<file path="src/rtl/mt_pick_pkg.sv">
package mt_pick_pkg;
  localparam int NTHR = 4;
  localparam int IDW  = $clog2(NTHR);
  typedef logic [IDW-1:0]  tid_t;
  typedef logic [NTHR-1:0] tmask_t;
endpackage

</file>
<file path="src/rtl/mt_thr_avail.sv">
module mt_thr_avail
  import mt_pick_pkg::*;
(
  input  tmask_t ready_i,
  input  tmask_t miss_i,
  input  tmask_t trap_i,
  input  tmask_t conflict_i,
  input  tmask_t longop_i,
  output tmask_t elig_o
);
  for (genvar t = 0; t < NTHR; t++) begin : g_thr
    assign elig_o[t] = ready_i[t] & ~(miss_i[t] | trap_i[t] | conflict_i[t] | longop_i[t]);
  end
endmodule

</file>
<file path="src/rtl/mt_lru_order.sv">
module mt_lru_order
  import mt_pick_pkg::*;
(
  input  logic   clk,
  input  logic   rst_n,
  input  tmask_t elig_i,
  output logic   hit_o,
  output tid_t   pick_o
);
  tid_t order_q [NTHR];
  tid_t order_d [NTHR];
  tid_t pos;

  always_comb begin
    hit_o = 1'b0;
    pos   = '0;
    for (int p = NTHR - 1; p >= 0; p--) begin
      if (elig_i[order_q[p]]) begin
        hit_o = 1'b1;
        pos   = tid_t'(p);
      end
    end
    pick_o = order_q[pos];
  end

  always_comb begin
    for (int p = 0; p < NTHR; p++) begin
      int nx;
      nx = (p == NTHR - 1) ? p : p + 1;
      if (!hit_o || tid_t'(p) < pos) order_d[p] = order_q[p];
      else if (p == NTHR - 1)        order_d[p] = order_q[pos];
      else                           order_d[p] = order_q[nx];
    end
  end

  always_ff @(posedge clk or negedge rst_n) begin
    if (!rst_n) begin
      for (int p = 0; p < NTHR; p++) order_q[p] <= tid_t'(p);
    end else begin
      for (int p = 0; p < NTHR; p++) order_q[p] <= order_d[p];
    end
  end

  // The list must stay a permutation of the thread numbers (state integrity for R4).
  tmask_t present;
  always_comb begin
    present = '0;
    for (int p = 0; p < NTHR; p++) present[order_q[p]] = 1'b1;
  end
  p_order_perm_r4: assert property (@(posedge clk) disable iff (!rst_n)
    $countones(present) == NTHR);

  // with nothing eligible the order is frozen.
  p_idle_frozen_r5: assert property (@(posedge clk) disable iff (!rst_n)
    (elig_i == '0) |=> (order_q[0] == $past(order_q[0]) && order_q[NTHR-1] == $past(order_q[NTHR-1])));
endmodule

</file>
<file path="src/rtl/mt_thread_picker.sv">
module mt_thread_picker
  import mt_pick_pkg::*;
(
  input  logic            clk,
  input  logic            rst_n,
  input  logic [NTHR-1:0] thr_ready,
  input  logic [NTHR-1:0] miss_block,
  input  logic [NTHR-1:0] trap_block,
  input  logic [NTHR-1:0] conflict_block,
  input  logic [NTHR-1:0] longop_busy,
  output logic [NTHR-1:0] pick_sel,
  output logic            pick_valid
);
  tmask_t elig;
  logic   hit;
  tid_t   pick_id;

  mt_thr_avail u_avail (
    .ready_i(thr_ready), .miss_i(miss_block), .trap_i(trap_block),
    .conflict_i(conflict_block), .longop_i(longop_busy), .elig_o(elig)
  );

  mt_lru_order u_lru (
    .clk(clk), .rst_n(rst_n), .elig_i(elig), .hit_o(hit), .pick_o(pick_id)
  );

  always_ff @(posedge clk or negedge rst_n) begin
    if (!rst_n) begin
      pick_sel   <= '0;
      pick_valid <= 1'b0;
    end else begin
      pick_sel   <= hit ? (tmask_t'(1) << pick_id) : '0;
      pick_valid <= hit;
    end
  end

  p_sel_shape_r3: assert property (@(posedge clk) disable iff (!rst_n)
    pick_valid ? $onehot(pick_sel) : (pick_sel == '0));

  p_pick_eligible_r2: assert property (@(posedge clk) disable iff (!rst_n)
    hit |=> ((pick_sel & $past(elig)) != '0));

  p_none_invalid_r5: assert property (@(posedge clk) disable iff (!rst_n)
    (elig == '0) |=> !pick_valid);

  p_no_repeat_r8: assert property (@(posedge clk) disable iff (!rst_n)
    (pick_valid && ((elig & ~pick_sel) != '0)) |=> (pick_sel != $past(pick_sel)));
endmodule

</file>
<file path="config.mk">
export PLATFORM = sky130hd
export DESIGN_NAME = mt_thread_picker
export DESIGN_NICKNAME = d
export VERILOG_FILES = /design/src/rtl/mt_pick_pkg.sv /design/src/rtl/mt_thr_avail.sv /design/src/rtl/mt_lru_order.sv /design/src/rtl/mt_thread_picker.sv
export SDC_FILE = /design/constraint.sdc
export NUM_CORES = 1
export LEC_CHECK = 0
export BUFFER_PORTS_ARGS = -buffer_cell sky130_fd_sc_hd__buf_2
export CORE_MARGIN = 10
export CORE_UTILIZATION = 50
export DETAILED_ROUTE_END_ITERATION = 10
export GPL_TIMING_DRIVEN = 0
export PLACE_DENSITY = 0.86
export SYNTH_ARGS = -nofsm -noshare
export SYNTH_HDL_FRONTEND = slang
export SYNTH_SLANG_ARGS = --single-unit
</file>
<file path="constraint.sdc">
create_clock -name clk -period 4.2 [get_ports clk]
set_clock_uncertainty 0.1 [all_clocks]
set_input_delay 0.42 -clock clk [delete_from_list [all_inputs] [get_ports clk]]
set_output_delay 0.42 -clock clk [all_outputs]
set_load 0.01 [all_outputs]
</file>
Word level (Yosys, flattened, before mapping)
Index checks and enable logic that the tools add are counted.
{"block": "totals", "regBits": 13, "input_bits": 22, "output_inout_bits": 5}
{"block": "classes", "bitwise": 21, "reduce_logical": 5, "muxes": 20, "order_cmp": 9, "shift": 1}
{"op": "$lt A2 B3 Y1 const B", "n": 4}
{"op": "$mux W2", "n": 6}
{"op": "$or A1 B1 Y1", "n": 12}
{"op": "$bmux W1 S2", "n": 4}
{"op": "$mux W1", "n": 8}
{"op": "$and A1 B1 Y1", "n": 4}
{"op": "$bmux W2 S2", "n": 1}
{"op": "$logic_or A1 B1 Y1", "n": 4}
{"op": "$lt A1 B2 Y1 const A", "n": 2}
{"op": "$lt A2 B2 Y1 const A", "n": 2}
{"op": "$mux W4", "n": 1}
{"op": "$not A1 Y1", "n": 4}
{"op": "$shl A1 B2 Y4 const A", "n": 1}
{"op": "$ge A3 B3 Y1 const B", "n": 1}
{"op": "$not A2 Y3", "n": 1}
{"op": "$logic_not A1 Y1", "n": 1}

Depth between registers and ports, before layout
Gate-level depths: netlist (run 1).
{"block": "depth", "ltp_word": 17, "mapped_depth": 8}

Hierarchy
From an unflattened synthesis (run 1), not the netlist that was laid out.
{"block": "unflattened", "cells_unflattened": 69, "hier_area_um2": 822.0}
{"module": "mt_lru_order", "n_inst": 1, "cells_each": 52, "seq_area_each_um2": 205.2, "area_each_um2": 609.3}
{"module": "mt_thread_picker", "n_inst": 1, "cells_each": 9, "seq_area_each_um2": 125.1, "area_each_um2": 162.7}
{"module": "mt_thr_avail", "n_inst": 1, "cells_each": 8, "seq_area_each_um2": 0.0, "area_each_um2": 50.0}

Least setup slack after synthesis (run 1)
No wires, ideal clock.
{"block": "synth_timing", "path_type": "input to register", "from": "input miss_block[2]", "to": "register u_lru.order_q[1] (netlist name)", "path_stages": 8, "required_time_ns": 4.027, "path_slack_ns": 1.466, "t_arrival_ns": 2.561, "n_path_buf": 2, "path_cell_list": "or4b_1 -> buf_2 -> or2_0 -> mux4_2 -> nor2b_4 -> buf_6 -> a222oi_1 -> a21boi_1"}
{"block": "synth_between", "elab_chain_len": 15, "word_cells_on_any_way": 28, "classes_between": "order compare (1); mux (19); bitwise (6); reduce/logical (2)"}
{"element": "from (decl)", "line": "mt_thread_picker.sv:7", "rtl": "input logic [NTHR-1:0] miss_block,"}
{"element": "$or A1 B1 Y1 * (3 in series)", "line": "mt_thr_avail.sv:12", "rtl": "assign elig_o[t] = ready_i[t] & ~(miss_i[t] | trap_i[t] | conflict_i[t] | longop_i[t]);"}
{"element": "$not A1 Y1 *", "line": "mt_thr_avail.sv:12"}
{"element": "$and A1 B1 Y1 *", "line": "mt_thr_avail.sv:12"}
{"element": "$bmux W1 S2", "line": "mt_lru_order.sv:18", "rtl": "if (elig_i[order_q[p]]) begin"}
{"element": "$mux W1 (not written as such)", "line": "mt_lru_order.sv:18"}
{"element": "$mux W2 (4 in series)", "line": "mt_lru_order.sv:18"}
{"element": "$not A2 Y3 (not written as such)", "line": "mt_lru_order.sv:31", "rtl": "else if (p == NTHR - 1) order_d[p] = order_q[pos];"}
{"element": "$bmux W2 S2", "line": "mt_lru_order.sv:31"}
{"element": "$mux W2 (not written as such) (2 in series)", "line": "mt_lru_order.sv:31"}
{"element": "to (decl)", "line": "mt_lru_order.sv:10", "rtl": "tid_t order_q [NTHR];"}
Mark *: on every way between the ends. The rest lies on a longest branch, timed or not. The select of a mux whose other input is x is not followed.
A chain may end at the register's enable or synchronous reset.

Worst setup path in the final report (run 1)
Ends and elaborated chain as after synthesis.

==> metrics.md, run 1 <==
| Metric | Value |
|---|---|
| Pint | `302.3 µW` |
| Crit-path most repeated cell | `buf_2` |
| Fraction of layout cells with a size suffix above 1 | `35.38%` |
| Crit-path slowest cell | `mux4_2` |
| Core ar. | `1727 µm²` |
| WL per Instance | `15.37 µm` |
| Crit path launch | `miss_block[2]` |
| Placer congestion estimate | `0.9270` |
| CP max FO | `7` |
| Reg-to-Reg Start | `u_lru.order_q[4]$_DFFE_PN1N_` |
| Relative slew margins | `62.87%` |
| RSZ-0062 raised after global routing | `no` |
| Area Growth Syn to Fin | `21.79%` |
| Status | `finished, final reports clean` |
| Clock latency on the worst-skew pair | `280 ps` |
| Logic pwr share | `36.2%` |
| Ys Warns | `0` |
| NumNets Final | `153` |
| Worst EP required | `4310 ps` |
| H-tree levels | `1` |
| NetSw | `182.4 µW` |
| Worst-path cell chain | `buf_2, or4b_1, buf_2, or2_0, mux4_2, nor2b_4, buf_6, a222oi_1, a21boi_1` |
| Die extent in y | `62.60 µm` |
| Setup tns final | `0 ps` |
| N_diodes | `0` |
| Post-Synthesis Cell Area | `907.1 µm²` |
| Worst-path clk slew | `70 ps` |
| Register bit total from synthesis | `13` |
| Fin util | `63.99%` |
| Dpl hpwl | `1898 µm` |
| Hold Vio Cnt, Final | `0` |
| Row cnt | `15` |
| Vias in the first global route | `940` |
| CP peak stage delay | `520 ps` |
| Vias/cell | `5.916` |
| CTS tree | `built` |
| Die ar. | `3918 µm²` |
| Final Max Slew Viols | `0` |
| DR vias | `917` |
| Syn_area_per_cell | `9.163 µm²` |
| Critical path startpoint category | `primary input` |
| Max cap viols | `0` |
| Clock root buffer | `clkbuf_4` |
| IO Count | `27` |
| Worst Reg-to-Reg Cells | `6` |
| First-pass GRT wire length | `4167 µm` |
| Switch share | `37.63%` |
| Seq pwr share | `48.0%` |
| Longest Clk Path Bufs | `2` |
| Syn_nets | `121` |
| Max IR drop VDD | `0.3687 mV` |
| F_max | `361.4 MHz` |
| Library cells used by synthesis | `40` |
| Number of synthesized flops with an enable pin | `0` |
| Clock share of power | `15.8%` |
| Critical Path AT | `2870 ps` |
| Fin crit share | `65.88%` |
| Crit Path Class | `primary input to register` |
| Pin count of the biggest net entering global routing | `14` |
| DRT Wirelength | `2383 µm` |
| Leak | `0.5256 nW` |
| Gr ovfl total | `0` |
| Post-synth ARST share | `100.0%` |
| Hold Buf Count CTS | `1` |
| Post-synthesis sequential area ratio | `36.41%` |
| Predominant post-synthesis flop cell | `dfrtp_1` |
| Tightest Pin Transition | `549.2 ps` |
| # clock sinks | `13` |
| Worst hold-check path type | `primary input to async pin` |
| Post_cts resized | `0` |
| Post-layout min period | `2767 ps` |
| CTS buffer count | `3` |
| Residual DRC | `0` |
| Starting density of the core | `52.54%` |
| Post-CTS setup buffers | `0` |
| Cells after synthesis | `99` |
| # setup viols final | `0` |
| PD cells | `438.7 nW/µm²` |
| Residual antenna-violating net count after detailed routing | `0` |
| Initial antenna violation count | `0` |
| Total GRT Usage | `12.81%` |
| Drt pass-1 iters | `4` |
| Port bufs | `26` |
| Die Wd | `62.60 µm` |
| First DRT Iteration DRCs | `40` |
| Crit end category | `register` |
==> cell type report <==
cell class                 instances  area [µm²]
sequential                        13       330.3
fill                             161       621.8
multi-input combinational         75       526.8
tap                               25       31.28
timing repair buffer              27       140.1
buffer                             4       23.77
clock buffer                       4       26.28
inverter                           7       26.28
==> registers in the layout, indices dropped and copies added (netlist names) <==
| signal | cells |
|---|---|
| u_lru.order_q | 8 |
| pick_sel | 4 |
| pick_valid | 1 |
==> worst paths after layout <==
kind | to | slack [ps]
worst max-delay path | u_lru.order_q[1]$_DFFE_PN1P_ | 1430
worst min register to register | u_lru.order_q[0]$_DFFE_PN1P_ | 460
max in group asynchronous | u_lru.order_q[3]$_DFFE_PN1N_ | 3270
worst min-delay path | u_lru.order_q[6]$_DFFE_PN0N_ | 450
min in group clk | u_lru.order_q[0]$_DFFE_PN1P_ | 460
worst max register to register | u_lru.order_q[1]$_DFFE_PN1P_ | 1890
==> power groups by stage <==
stage / sequential [mW] / combinational, mW / clock (mW)
after floorplan: 0.221 / 0.128 / 0
after global placement: 0.227 / 0.168 / 0
after detailed placement: 0.230 / 0.173 / 0
after CTS: 0.229 / 0.175 / 0.0803
after global routing: 0.241 / 0.198 / 0.0876
final: 0.233 / 0.176 / 0.0765
==> layer usage <==
layer | vias to the layer above | wire length (µm) | share of wire, % | global-route usage [%]
met5 | - | 0 | 0 | 0
met3 | 8 | 125 | 5.2 | 4.659
li1 | 436 | - | - | -
met1 | 441 | 954 | 40 | 13.46
met2 | 32 | 1245 | 52 | 22.44
met4 | 0 | 59 | 2.5 | 5.307
==> placed cells by master, fill, tap and decap left out, types with 2 or more instances in the layout <==
cell type / Yosys / layout
nand3_1: 2 / 2
a21oi_1: 7 / 7
a31o_2: 2 / 2
mux4_2: 2 / 2
nor3_1: 7 / 7
dfrtp_1: 9 / 9
nor4_1: 4 / 4
nand2_1: 4 / 4
a211oi_1: 2 / 2
or4b_1: 3 / 3
or2_2: 2 / 2
clkbuf_1: 2 / 3
dfstp_2: 4 / 4
o21ai_0: 4 / 4
clkbuf_4: 0 / 3
and3_1: 2 / 2
mux2_2: 4 / 4
buf_2: 1 / 27
inv_1: 7 / 7
mux2i_1: 3 / 3
nor2_1: 8 / 8
==> Yosys cell counts (all sizes together), types with 2 or more instances <==
| library cell | instances | area [µm²] |
|---|---|---|
| a211oi | 2 | 15.01 |
| a21oi | 7 | 35.03 |
| a31o | 2 | 17.52 |
| and3 | 2 | 12.51 |
| buf | 2 | 16.26 |
| clkbuf | 2 | 7.510 |
| dfrtp | 9 | 225.2 |
| dfstp | 4 | 105.1 |
| inv | 7 | 26.28 |
| mux2 | 4 | 45.04 |
| mux2i | 3 | 30.03 |
| mux4 | 2 | 45.04 |
| nand2 | 4 | 15.01 |
| nand3 | 2 | 10.01 |
| nor2 | 8 | 30.03 |
| nor2b | 2 | 20.02 |
| nor3 | 7 | 35.03 |
| nor4 | 4 | 25.02 |
| o21ai | 4 | 20.02 |
| or2 | 3 | 18.77 |
| or4b | 3 | 30.03 |
==> worst max-delay path, delay by kind of cell <==
family / cells / cell delay (ps)
AO/OA/AOI/OAI: 2 / 680
AND/OR/NAND/NOR: 3 / 870
buffers and inverters: 3 / 390
multiplexers: 1 / 520
==> stage by stage <==
stage | hold slack [ps] | worst slack [ps] | total power, mW | area (µm²) | instances
final | 450.2 | 1433 | 0.4847 | 1105 | 155
after detailed placement | 211.1 | 1154 | 0.4033 | 1069 | 150
after CTS | 444.1 | 1436 | 0.4843 | 1105 | 155
after floorplan | 24.41 | 1466 | 0.3489 | 907.1 | 99
after global placement | 209.0 | 1156 | 0.3947 | 1069 | 150
after global routing | 485.5 | 1271 | 0.5265 | 1105 | 155
==> logic make-up after synthesis <==
family                 synth area share, %
DFF                                  36.41
muxes                                13.24
and+or+nand+nor                      24.69
buffers and inverters                5.517
AOI/OAI and AO/OA                    20.14
(Power assumes the default switching activity.)
==> inputs of run 2 (changes only) <==
--- a/config.mk
+++ b/config.mk
@@ -7,10 +7,10 @@
 export LEC_CHECK = 0
 export BUFFER_PORTS_ARGS = -buffer_cell sky130_fd_sc_hd__buf_2
 export CORE_MARGIN = 10
-export CORE_UTILIZATION = 50
+export CORE_UTILIZATION = 45
 export DETAILED_ROUTE_END_ITERATION = 10
 export GPL_TIMING_DRIVEN = 0
-export PLACE_DENSITY = 0.86
+export PLACE_DENSITY = 0.82
 export SYNTH_ARGS = -nofsm -noshare
 export SYNTH_HDL_FRONTEND = slang
 export SYNTH_SLANG_ARGS = --single-unit
==> constraint.sdc (replaced) <==
create_clock -name clk -period 2.4 [get_ports clk]
set_clock_uncertainty 0.1 [all_clocks]
set_input_delay 0.24 -clock clk [delete_from_list [all_inputs] [get_ports clk]]
set_output_delay 0.24 -clock clk [all_outputs]
set_load 0.01 [all_outputs]
==> run 2 against run 1 <==
  * Global-route usage is 0.74 points lower
  * Cell count is 3.2% higher
  * Die area is 7.5% higher
  * Core utilization is 4.8 points lower
  * Via count is 1.7% higher
  * Wire length is 6.1% higher
  * Setup slack worse by 1400 ps
  * Sequential share of layout area is 1.2 points lower
  * Largest cell class unchanged
  * Highest routed layer unchanged
==> metrics.md, run 2 (synthesis results as in run 1) <==
| Metric | Value |
|---|---|
| Max IR drop VDD | `0.5119 mV` |
| Total GRT Usage | `12.06%` |
| Area Growth Syn to Fin | `26.76%` |
| CP peak stage delay | `520 ps` |
| Max cap viols | `0` |
| Most common cell after layout, fill and taps aside | `buf_2` |
| Drt pass-1 iters | `4` |
| DR vias | `933` |
| Top Layer Used | `met4` |
| Die Wd | `64.90 µm` |
| Final Total Pwr | `872.0 µW` |
| Core ar. | `1942 µm²` |
| Setup WS post-layout | `50.90 ps` |
| CP max FO | `6` |
| H-tree levels | `1` |
| Row cnt | `16` |
| Crit path launch | `miss_block[2]` |
| Met3 routed WL | `241 µm` |
| PD cells | `758.4 nW/µm²` |
| Setup tns final | `0 ps` |
| First DRT Iteration DRCs | `53` |
| Crit end category | `register` |
| Commonest non-fill, non-tap cells in the layout | `26 x buf_2, 9 x dfrtp_1, 8 x nor2_1` |
| Fin crit share | `97.88%` |
| Max reg flops | `8` |
| Relative slew margins | `71.06%` |
| Vias in the first global route | `936` |
| RSZ-0062 raised after global routing | `no` |
| Leak | `0.5450 nW` |
| Metal-1 WL | `932 µm` |
| IO Count | `27` |
| F_max | `425.7 MHz` |
| Worst hold-check path type | `primary input to async pin` |
| WL per Instance | `15.80 µm` |
| Tightest Pin Transition | `434.1 ps` |
| Die ar. | `4211 µm²` |
| Dpl hpwl | `1965 µm` |
| Hold Vio Cnt, Final | `0` |
| CTS buffer count | `3` |
| Critical Path AT | `2470 ps` |
| # setup viols final | `0` |
| Crit-path slowest cell | `or4b_4` |
| Finished Cell Area | `1150 µm²` |
| NumNets Final | `156` |
| Final Max Slew Viols | `0` |
| Top Registers | `u_lru.order_q: 8 flops, pick_sel: 4 flops, pick_valid: 1 flops` |
| Top reg by flops | `u_lru.order_q` |
| Die extent in y | `64.90 µm` |
| Crit Path Class | `primary input to register` |
| N_diodes | `0` |
| Vias/cell | `5.831` |
| # clock sinks | `13` |
| Status | `finished, final reports clean` |
| Post-layout min period | `2349 ps` |
| Post-DP Area | `1071 µm²` |
| Longest Clk Path Bufs | `2` |
| Reg-to-Reg Start | `u_lru.order_q[6]$_DFFE_PN0N_` |
| Starting density of the core | `46.71%` |
| First-pass GRT wire length | `4195 µm` |
| Fraction of layout cells with a size suffix above 1 | `39.85%` |
| Place WS | `-509.4 ps` |
| Port bufs | `26` |
| Gr ovfl total | `0` |
| Met2 Wirelength | `1344 µm` |
| Worst EP required | `2520 ps` |
| Fin util | `59.21%` |
| Placer congestion estimate | `0.9506` |
| Residual antenna-violating net count after detailed routing | `0` |
| Residual DRC | `0` |
| Clock root buffer | `clkbuf_4` |
| Worst-path clk slew | `80 ps` |
| Pin count of the biggest net entering global routing | `14` |
| Worst-path cell chain | `buf_2, or4b_4, buf_6, or2_1, mux4_2, nor2b_4, a222oi_1, buf_4, a21boi_2` |
| Clock latency on the worst-skew pair | `280 ps` |
| Critical path startpoint category | `primary input` |
| DRT Wirelength | `2528 µm` |
| CTS tree | `built` |
| Initial antenna violation count | `0` |
==> run 2: worst max-delay path, delay by kind of cell <==
kind	cells	cell delay [ps]
AO/OA/AOI/OAI	2	420
buffers and inverters	3	400
multiplexers	1	490
AND/OR/NAND/NOR	3	910
==> run 2: cell type report <==
cell class	instances	area [µm²]
inverter	7	26.28
tap	27	33.78
timing repair buffer	31	170.2
fill	186	792.0
clock buffer	4	26.28
buffer	3	18.77
sequential	13	330.3
multi-input combinational	75	544.3
==> run 2: path summary, 6_finish.rpt <==
path | to | cells past startpoint | slack, ps
setup / recovery | u_lru.order_q[1]$_DFFE_PN1P_ | 9 | 50
hold / removal | pick_sel[3]$_DFF_PN0_ | 2 | 260
setup reg to reg | u_lru.order_q[5]$_DFFE_PN0N_ | 5 | 310
hold reg to reg | u_lru.order_q[0]$_DFFE_PN1P_ | 2 | 460
max in group asynchronous | u_lru.order_q[0]$_DFFE_PN1P_ | 2 | 1650
min in group clk | u_lru.order_q[7]$_DFFE_PN0N_ | 5 | 330
==> run 2: layer usage <==
metal | GRT usage (%) | up-vias
met1 | 13.44 | 440
li1 | - | 446
met4 | 1.872 | 0
met3 | 5.155 | 2
met5 | 0 | -
met2 | 21.18 | 45
==> run 2: report_power, final <==
group	switching, mW	internal (mW)
clock	0.0757	0.0646
sequential	0.0874	0.317
combinational	0.170	0.157
==> run 2: repair_timing <==
item / 4_1_cts / 5_1_grt
buffers inserted: 3 / 1
hold buffers: 1 / 0
setup endpoints to repair: 3 / 6
endpoints found under the hold margin: 12 / 0
resized for setup: 5 / 2
pin swaps: 2 / 2
==> run 2: stage by stage <==
stage | hold slack [ps] | std cells
CTS | 260.9 | 159
floorplan | -155.6 | 99
finish | 263.3 | 160
global placement | 30.91 | 152
detailed placement | 38.50 | 152
global route | 302.8 | 160
